## src/rtl/pbus_pkg.sv

```systemverilog
package pbus_pkg;

  typedef enum logic [2:0] {
    PH_IDLE = 3'd0,
    PH_T1   = 3'd1,
    PH_T2   = 3'd2,
    PH_T3   = 3'd3,
    PH_TW   = 3'd4,
    PH_T4   = 3'd5
  } phase_e;

  // number of select outputs and how many belong to the slow group
  localparam int NSEL       = 6;
  localparam int SLOW_COUNT = 4;

  // window number owned by a select slot: slots past the slow group skip window 4
  function automatic int slot_window(input int slot);
    return (slot < SLOW_COUNT) ? slot : slot + 1;
  endfunction

  // round a duration up to whole clocks
  function automatic int ns_to_clocks(input int ns, input int clk_ns);
    return (ns + clk_ns - 1) / clk_ns;
  endfunction

endpackage

```

## src/rtl/pbus_sel_decode.sv

```systemverilog
module pbus_sel_decode
  import pbus_pkg::*;
#(
  parameter int ADDR_W      = 11,
  parameter int WAIT_W      = 5,
  parameter int LONG_WAITS  = 16,
  parameter int SHORT_WAITS = 3
) (
  input  logic [ADDR_W-1:0] addr,
  output logic [NSEL-1:0]   hit,
  output logic [WAIT_W-1:0] waits
);
  localparam int WIN_W = ADDR_W - 8;

  for (genvar i = 0; i < NSEL; i++) begin : g_slot
    assign hit[i] = (addr[ADDR_W-1:8] == WIN_W'(slot_window(i)));
  end

  always_comb begin
    waits = '0;
    for (int i = 0; i < NSEL; i++) begin
      if (hit[i]) begin
        waits = (i < SLOW_COUNT) ? WAIT_W'(LONG_WAITS) : WAIT_W'(SHORT_WAITS);
      end
    end
  end

endmodule

```

## src/rtl/pbus_wait_timer.sv

```systemverilog
module pbus_wait_timer #(
  parameter int WAIT_W = 5
) (
  input  logic              clk,
  input  logic              rst_n,
  input  logic              load,
  input  logic [WAIT_W-1:0] count_in,
  input  logic              tick,
  output logic              last
);
  logic [WAIT_W-1:0] cnt;

  always_ff @(posedge clk or negedge rst_n) begin
    if (!rst_n) begin
      cnt <= '0;
    end else if (load) begin
      cnt <= count_in;
    end else if (tick && cnt != '0) begin
      cnt <= cnt - WAIT_W'(1);
    end
  end

  assign last = (cnt == WAIT_W'(1));

  // a wait clock is only spent while the counter still holds waits
  assert_wait_nonzero_R7: assert property (@(posedge clk) disable iff (!rst_n)
    tick |-> cnt != '0);

endmodule

```

## src/rtl/pbus_phase_seq.sv

```systemverilog
module pbus_phase_seq
  import pbus_pkg::*;
(
  input  logic   clk,
  input  logic   rst_n,
  input  logic   start,
  input  logic   has_waits,
  input  logic   wait_last,
  output phase_e phase,
  output logic   load_wait,
  output logic   in_wait
);
  phase_e nxt;

  always_comb begin
    nxt = phase;
    unique case (phase)
      PH_IDLE: if (start) nxt = PH_T1;
      PH_T1:   nxt = PH_T2;
      PH_T2:   nxt = PH_T3;
      PH_T3:   nxt = has_waits ? PH_TW : PH_T4;
      PH_TW:   if (wait_last) nxt = PH_T4;
      PH_T4:   nxt = PH_IDLE;
      default: nxt = PH_IDLE;
    endcase
  end

  always_ff @(posedge clk or negedge rst_n) begin
    if (!rst_n) phase <= PH_IDLE;
    else        phase <= nxt;
  end

  assign load_wait = (phase == PH_T3) && has_waits;
  assign in_wait   = (phase == PH_TW);

  // waits are entered only from T3
  assert_wait_after_t3_R7: assert property (@(posedge clk) disable iff (!rst_n)
    $rose(phase == PH_TW) |-> $past(phase) == PH_T3);

endmodule

```

## src/rtl/pbus_cs_ctrl.sv

```systemverilog
module pbus_cs_ctrl
  import pbus_pkg::*;
#(
  parameter int ADDR_W        = 11,
  parameter int CLK_NS        = 50,
  parameter int LONG_WAIT_NS  = 800,
  parameter int SHORT_WAIT_NS = 150
) (
  input  logic              clk,
  input  logic              rst_n,
  input  logic              req,
  input  logic              we,
  input  logic [ADDR_W-1:0] addr,
  input  logic [7:0]        wdata,
  output logic              ack,
  output logic [7:0]        rdata,
  input  logic              hold,
  output logic              ale,
  output logic              rd_n,
  output logic              wr_n,
  output logic [7:0]        ad_out,
  output logic              ad_oe,
  input  logic [7:0]        ad_in,
  output logic [NSEL-1:0]   sel_n
);
  localparam int LONG_WAITS  = ns_to_clocks(LONG_WAIT_NS, CLK_NS);
  localparam int SHORT_WAITS = ns_to_clocks(SHORT_WAIT_NS, CLK_NS);
  localparam int MAX_WAITS   = (LONG_WAITS > SHORT_WAITS) ? LONG_WAITS : SHORT_WAITS;
  localparam int WAIT_W      = $clog2(MAX_WAITS + 1) + 1;

  phase_e            phase;
  logic [ADDR_W-1:0] addr_q;
  logic              we_q;
  logic [7:0]        wdata_q;
  logic [NSEL-1:0]   hit;
  logic [WAIT_W-1:0] waits;
  logic              load_wait, in_wait, wait_last;

  // named events
  logic cyc_start, cyc_end, data_phase, strobe_phase;
  assign cyc_start    = (phase == PH_IDLE) && req;
  assign cyc_end      = (phase == PH_T4);
  assign data_phase   = (phase == PH_T2) || strobe_phase;
  assign strobe_phase = (phase == PH_T3) || (phase == PH_TW) || (phase == PH_T4);

  always_ff @(posedge clk or negedge rst_n) begin
    if (!rst_n) begin
      addr_q  <= '0;
      we_q    <= 1'b0;
      wdata_q <= '0;
    end else if (cyc_start) begin
      addr_q  <= addr;
      we_q    <= we;
      wdata_q <= wdata;
    end
  end

  pbus_sel_decode #(
    .ADDR_W(ADDR_W), .WAIT_W(WAIT_W),
    .LONG_WAITS(LONG_WAITS), .SHORT_WAITS(SHORT_WAITS)
  ) u_dec (
    .addr(addr_q), .hit(hit), .waits(waits)
  );

  pbus_phase_seq u_seq (
    .clk(clk), .rst_n(rst_n), .start(cyc_start),
    .has_waits(waits != '0), .wait_last(wait_last),
    .phase(phase), .load_wait(load_wait), .in_wait(in_wait)
  );

  pbus_wait_timer #(.WAIT_W(WAIT_W)) u_tmr (
    .clk(clk), .rst_n(rst_n), .load(load_wait), .count_in(waits),
    .tick(in_wait), .last(wait_last)
  );

  assign sel_n  = (hold || phase == PH_IDLE) ? '1 : ~hit;
  assign ale    = (phase == PH_T1);
  assign ad_oe  = (phase == PH_T1) || (we_q && data_phase);
  assign ad_out = (phase == PH_T1) ? addr_q[7:0] : wdata_q;
  assign rd_n   = !(!we_q && strobe_phase);
  assign wr_n   = !(we_q && data_phase);

  always_ff @(posedge clk or negedge rst_n) begin
    if (!rst_n) begin
      ack   <= 1'b0;
      rdata <= '0;
    end else begin
      ack <= cyc_end;
      if (cyc_end && !we_q) rdata <= ad_in;
    end
  end

  // never two selects at once
  assert_sel_onehot_R2: assert property (@(posedge clk) disable iff (!rst_n)
    $onehot0(~sel_n));
  // hold wins over decode
  assert_hold_sel_high_R9: assert property (@(posedge clk) disable iff (!rst_n)
    hold |-> sel_n == '1);
  // the read strobe never overlaps a driven bus
  assert_rd_bus_free_R5: assert property (@(posedge clk) disable iff (!rst_n)
    !rd_n |-> !ad_oe);
  // no strobe during the address strobe
  assert_ale_alone_R4: assert property (@(posedge clk) disable iff (!rst_n)
    ale |-> (rd_n && wr_n));
  // acknowledge is a single pulse
  assert_ack_pulse_R8: assert property (@(posedge clk) disable iff (!rst_n)
    ack |=> !ack);
  // the latched address is frozen while a cycle runs
  assert_addr_frozen_R10: assert property (@(posedge clk) disable iff (!rst_n)
    (phase != PH_IDLE && phase != PH_T1) |-> $stable(addr_q));

endmodule

```

## config.mk

```make
export PLATFORM = sky130hd
export DESIGN_NAME = pbus_cs_ctrl
export DESIGN_NICKNAME = d
export VERILOG_FILES = /design/src/rtl/pbus_pkg.sv /design/src/rtl/pbus_sel_decode.sv /design/src/rtl/pbus_wait_timer.sv /design/src/rtl/pbus_phase_seq.sv /design/src/rtl/pbus_cs_ctrl.sv
export SDC_FILE = /design/constraint.sdc
export NUM_CORES = 1
export LEC_CHECK = 0
export ABC_AREA = 1
export BUFFER_PORTS_ARGS = -buffer_cell sky130_fd_sc_hd__buf_2
export CORE_MARGIN = 8
export CORE_UTILIZATION = 48
export CTS_BUF_LIST = sky130_fd_sc_hd__clkbuf_4 sky130_fd_sc_hd__clkbuf_8
export CTS_CLUSTER_SIZE = 30
export DETAILED_ROUTE_END_ITERATION = 8
export PLACE_DENSITY = 0.79
export SLEW_MARGIN = 30
export SYNTH_ARGS = -nofsm -noshare
export SYNTH_HDL_FRONTEND = slang
export SYNTH_SLANG_ARGS = --single-unit
```

## constraint.sdc

```tcl
create_clock -name clk -period 1.1 [get_ports clk]
set_clock_uncertainty 0.05 [all_clocks]
set_input_delay 0.11 -clock clk [delete_from_list [all_inputs] [get_ports clk]]
set_output_delay 0.11 -clock clk [all_outputs]
set_load 0.02 [all_outputs]
```

==> flow_summary.json <==
{
  "clock_power_share": 0.103,
  "clk-insertion-delay-late_ns": 0.30,
  "clock_pin_slew_worst_setup_and_hold_paths_ns": 0.08,
  "switching_power_uw": 5774,
  "min_clock_period_post_route_ns": 1.857,
  "postLayoutSetupSlackWorst_ns": -0.7568,
  "hp-class": "in2reg",
  "number_of_antenna_violating_nets_in_the_routed_design": 0,
  "fp.coreArea_um2": 3914,
  "internal_power_uw": 6143,
  "hold_viol": 0,
  "ff2ff_setup_slack_ns": -0.76,
  "firstDrtPassIters": 6,
  "syn2layout_area_growth_pct": 86.69,
  "final_layout_size_suffix_gt1_frac": 0.5173,
  "worst-slew-pin-transition_ns": 0.4849,
  "yosysWarningCount": 0,
  "combinational_share_of_power": 0.666,
  "seqCellArea_um2": 954.7,
  "num_antenna_cells": 0,
  "timing.rr.end": "addr_q[4]$_DFFE_PN0P_",
  "criticalPathCategory": "reg2reg",
  "netlist_instances": 246,
  "globalRouteTotalUtil": 0.2612,
  "number_of_vias_in_the_routed_layout": 2645,
  "globalRoute.totalOverflow": 0,
  "rsz0062_at_grt": "true",
  "tritoncts.num_buffers": 5,
  "num_rows": 23,
  "ioPinCount": 59,
  "h_tree_depth": 2,
  "fmax_mhz": 538.6,
  "critPathArrivalTime_ns": 2.02,
  "finalSetupViolCount": 57,
  "placed_cell_areas_um2": 2587,
  "maxCapViolCount": 0,
  "cellLeakagePower_uw": 0.001775,
  "initial_core_util": 0.4875,
  "antenna_violations_before_repair": 0,
  "whs_path_depth": 3,
  "gp_congestion": 0.8107,
  "seq_power_share": 0.231,
  "post-route-drc-count": 0,
  "r2r.worst_path.cells": 10,
  "final.setup.tns_ns": -31.33,
  "final_min_period_over_clock_period": 1.688,
  "netlist_area_um2": 1908,
  "post_synth_num_cell_types": 23,
  "tritoncts_sinks": 38,
  "detail_route.wl_per_cell_um": 25.16,
  "chipHeight_um": 79.05,
  "drt-vias-per-instance": 6.224,
  "outcome": "finished with violations",
  "max-clock-path-buffers": 2,
  "first_global_vias": 2464,
  "worst_r2r_startpoint": "u_seq.phase[0]$_DFFE_PN0P_",
  "relSlewSlack": 0.6764,
  "synth_net_count": 281,
  "timing.critical_path.required_ns": 1.26,
  "ir_drop_v": 0.001966,
  "drt-total-wl_um": 10690,
  "post_detail_place_hpwl_um": 3648,
  "drt_first_iter_violations": 404,
  "footprint_of_the_multi_input_gates_um2": 1105,
  "syn_area_per_cell_um2": 7.756,
  "power_per_cell_area_nw_per_um2": 3345,
  "yosysSeqAreaShare": 0.4984,
  "worst-path-max-fanout": 5,
  "synth.ff_latch_count": 38,
  "tritoncts_clock_tree": "built",
  "die_width_um": 79.05,
  "grt_max_degree": 39,
  "timing_max_transition_violations_final": 0,
  "worst_hold_startpoint": "addr[6]",
  "cell_area_after_layout_um2": 3562,
  "violations_in_the_final_reports": "negative setup slack",
  "grt_first_pass_wirelength_um": 12560,
  "design.die.area_um2": 6249,
  "hold-path-endpoint": "addr_q[6]$_DFFE_PN0P_",
  "n_fill_cell": 138,
  "switching_power_as_a_share_of_total_power": 0.4845,
  "start_kind": "flip-flop",
  "cts_root_buf": "clkbuf_8",
  "numPortBuffers": 58,
  "startpoint": "u_seq.phase[0]$_DFFE_PN0P_",
  "endpoint_kind": "flip-flop",
  "final_net_count": 409
}
cells in the final DEF (no fill, tap or decap), types with 3 or more instances in the layout:
| cell | Yosys | final |
|---|---|---|
| nand3_1 | 23 | 16 |
| dfrtp_1 | 38 | 35 |
| nand2_4 | 2 | 9 |
| nand2_1 | 81 | 53 |
| clkbuf_8 | 0 | 5 |
| dlygate4sd3_1 | 0 | 18 |
| inv_1 | 29 | 24 |
| nand2_2 | 4 | 24 |
| dfrtp_2 | 0 | 3 |
| inv_2 | 4 | 7 |
| o21ai_4 | 0 | 6 |
| nor2_2 | 4 | 4 |
| clkbuf_16 | 0 | 3 |
| buf_6 | 1 | 25 |
| nor2_1 | 10 | 6 |
| nand4_1 | 3 | 3 |
| o21ai_2 | 0 | 5 |
| nand3_2 | 0 | 5 |
| nor2_4 | 0 | 4 |
| buf_12 | 0 | 5 |
| buf_2 | 4 | 40 |
| buf_4 | 0 | 32 |
| o21ai_1 | 3 | 19 |
| buf_16 | 0 | 4 |
state kept, by name, indices dropped and copies added (netlist names):
register and count:
u_seq.phase 3, wdata_q 8, addr_q 11, u_tmr.cnt 6, we_q 1, rdata 8
ack 1
per-stage QoR:
step	util	setup WS, ns	hold WS [ns]	cells	power [µW]
detailed placement	0.6611	-0.2631	0.04194	374	7290
CTS	0.8277	-0.5580	0.0001611	415	9747
floorplan	-	-0.1565	-0.2356	246	5509
global route	0.9102	-0.7652	-0.003618	425	12270
finish	0.9102	-0.7568	0.003749	425	11920
global placement	0.6611	-0.2063	0.03897	374	7079
worst max-delay path, cell delays in order, from the launching register on:
cell and delay, ns:
dfrtp_2 0.48, inv_4 0.11, nand2_2 0.08, buf_4 0.14, buf_6 0.11, nor3_4 0.19, buf_6 0.18, buf_6 0.12
buf_16 0.11, nand2_2 0.06, o21ai_1 0.13
cell type report:
type / instances / area share
clock buffer: 5 / 0.01932
clock inverter: 3 / 0.01124
inverter: 35 / 0.04039
multi-input combinational: 167 / 0.3102
sequential: 38 / 0.2680
tap: 50 / 0.01756
timing repair buffer: 127 / 0.3333
power groups by stage:
| stage | clock network [µW] | logic (µW) | registers, µW |
|---|---|---|---|
| after floorplan | 0 | 2880 | 2620 |
| after global placement | 0 | 4660 | 2420 |
| after detailed placement | 0 | 4830 | 2460 |
| after CTS | 1180 | 6070 | 2490 |
| after global routing | 1260 | 8240 | 2770 |
| final | 1230 | 7940 | 2750 |
cell usage after synthesis (all sizes together):
master	count	area, µm²
a21o	1	7.510
buf	5	31.28
clkbuf	1	3.750
clkinv	1	3.750
dfrtp	38	950.9
ha	3	37.54
inv	34	130.1
nand2	87	351.6
nand3	23	115.1
nand4	3	18.77
nor2	14	62.56
nor3	1	10.01
o211ai	1	7.510
o21ai	32	160.1
or2	1	8.760
xor2	1	8.760
timing repair:
item                                    4_1_cts  5_1_grt
gates cloned                                  4        5
endpoints found under the hold margin        55        0
hold buffers                                 18        0
pin swaps                                     7        9
endpoints found under the setup margin       55       56
buffers inserted                             12        6
gates resized for setup                      69       59
cells by family after synthesis:
kind of cell,count (synthesis),share of synthesized area
AO/OA/AOI/OAI,34,0.09180
XOR/XNOR,1,0.004591
buffers and inverters,41,0.08852
AND/OR/NAND/NOR,129,0.2970
flip-flops,38,0.4984
adder cells (fa/ha/maj),3,0.01967
layer usage:
metal  wire [µm]  global-route usage  vias up
met2        5102              0.4454      280
met5           0                   0        -
met1        3537              0.2811     1255
met3        1255             0.06321       82
met4         797              0.1759        0
li1            -                   -     1028
worst max path at each step:
| stage | endpoint | slack (ns) | depth (start not counted) |
|---|---|---|---|
| 6_report | addr_q[4]$_DFFE_PN0P_ | -0.76 | 10 |
| 4_1_cts | sel_n[3] | -0.56 | 7 |
| 3_5_place_dp | sel_n[4] | -0.26 | 7 |
| 2_1_floorplan | ad_oe | -0.16 | 6 |
| 5_1_grt | ad_oe | -0.77 | 6 |
| 3_3_place_gp | sel_n[0] | -0.21 | 7 |
Power figures use the tool's default switching activity.
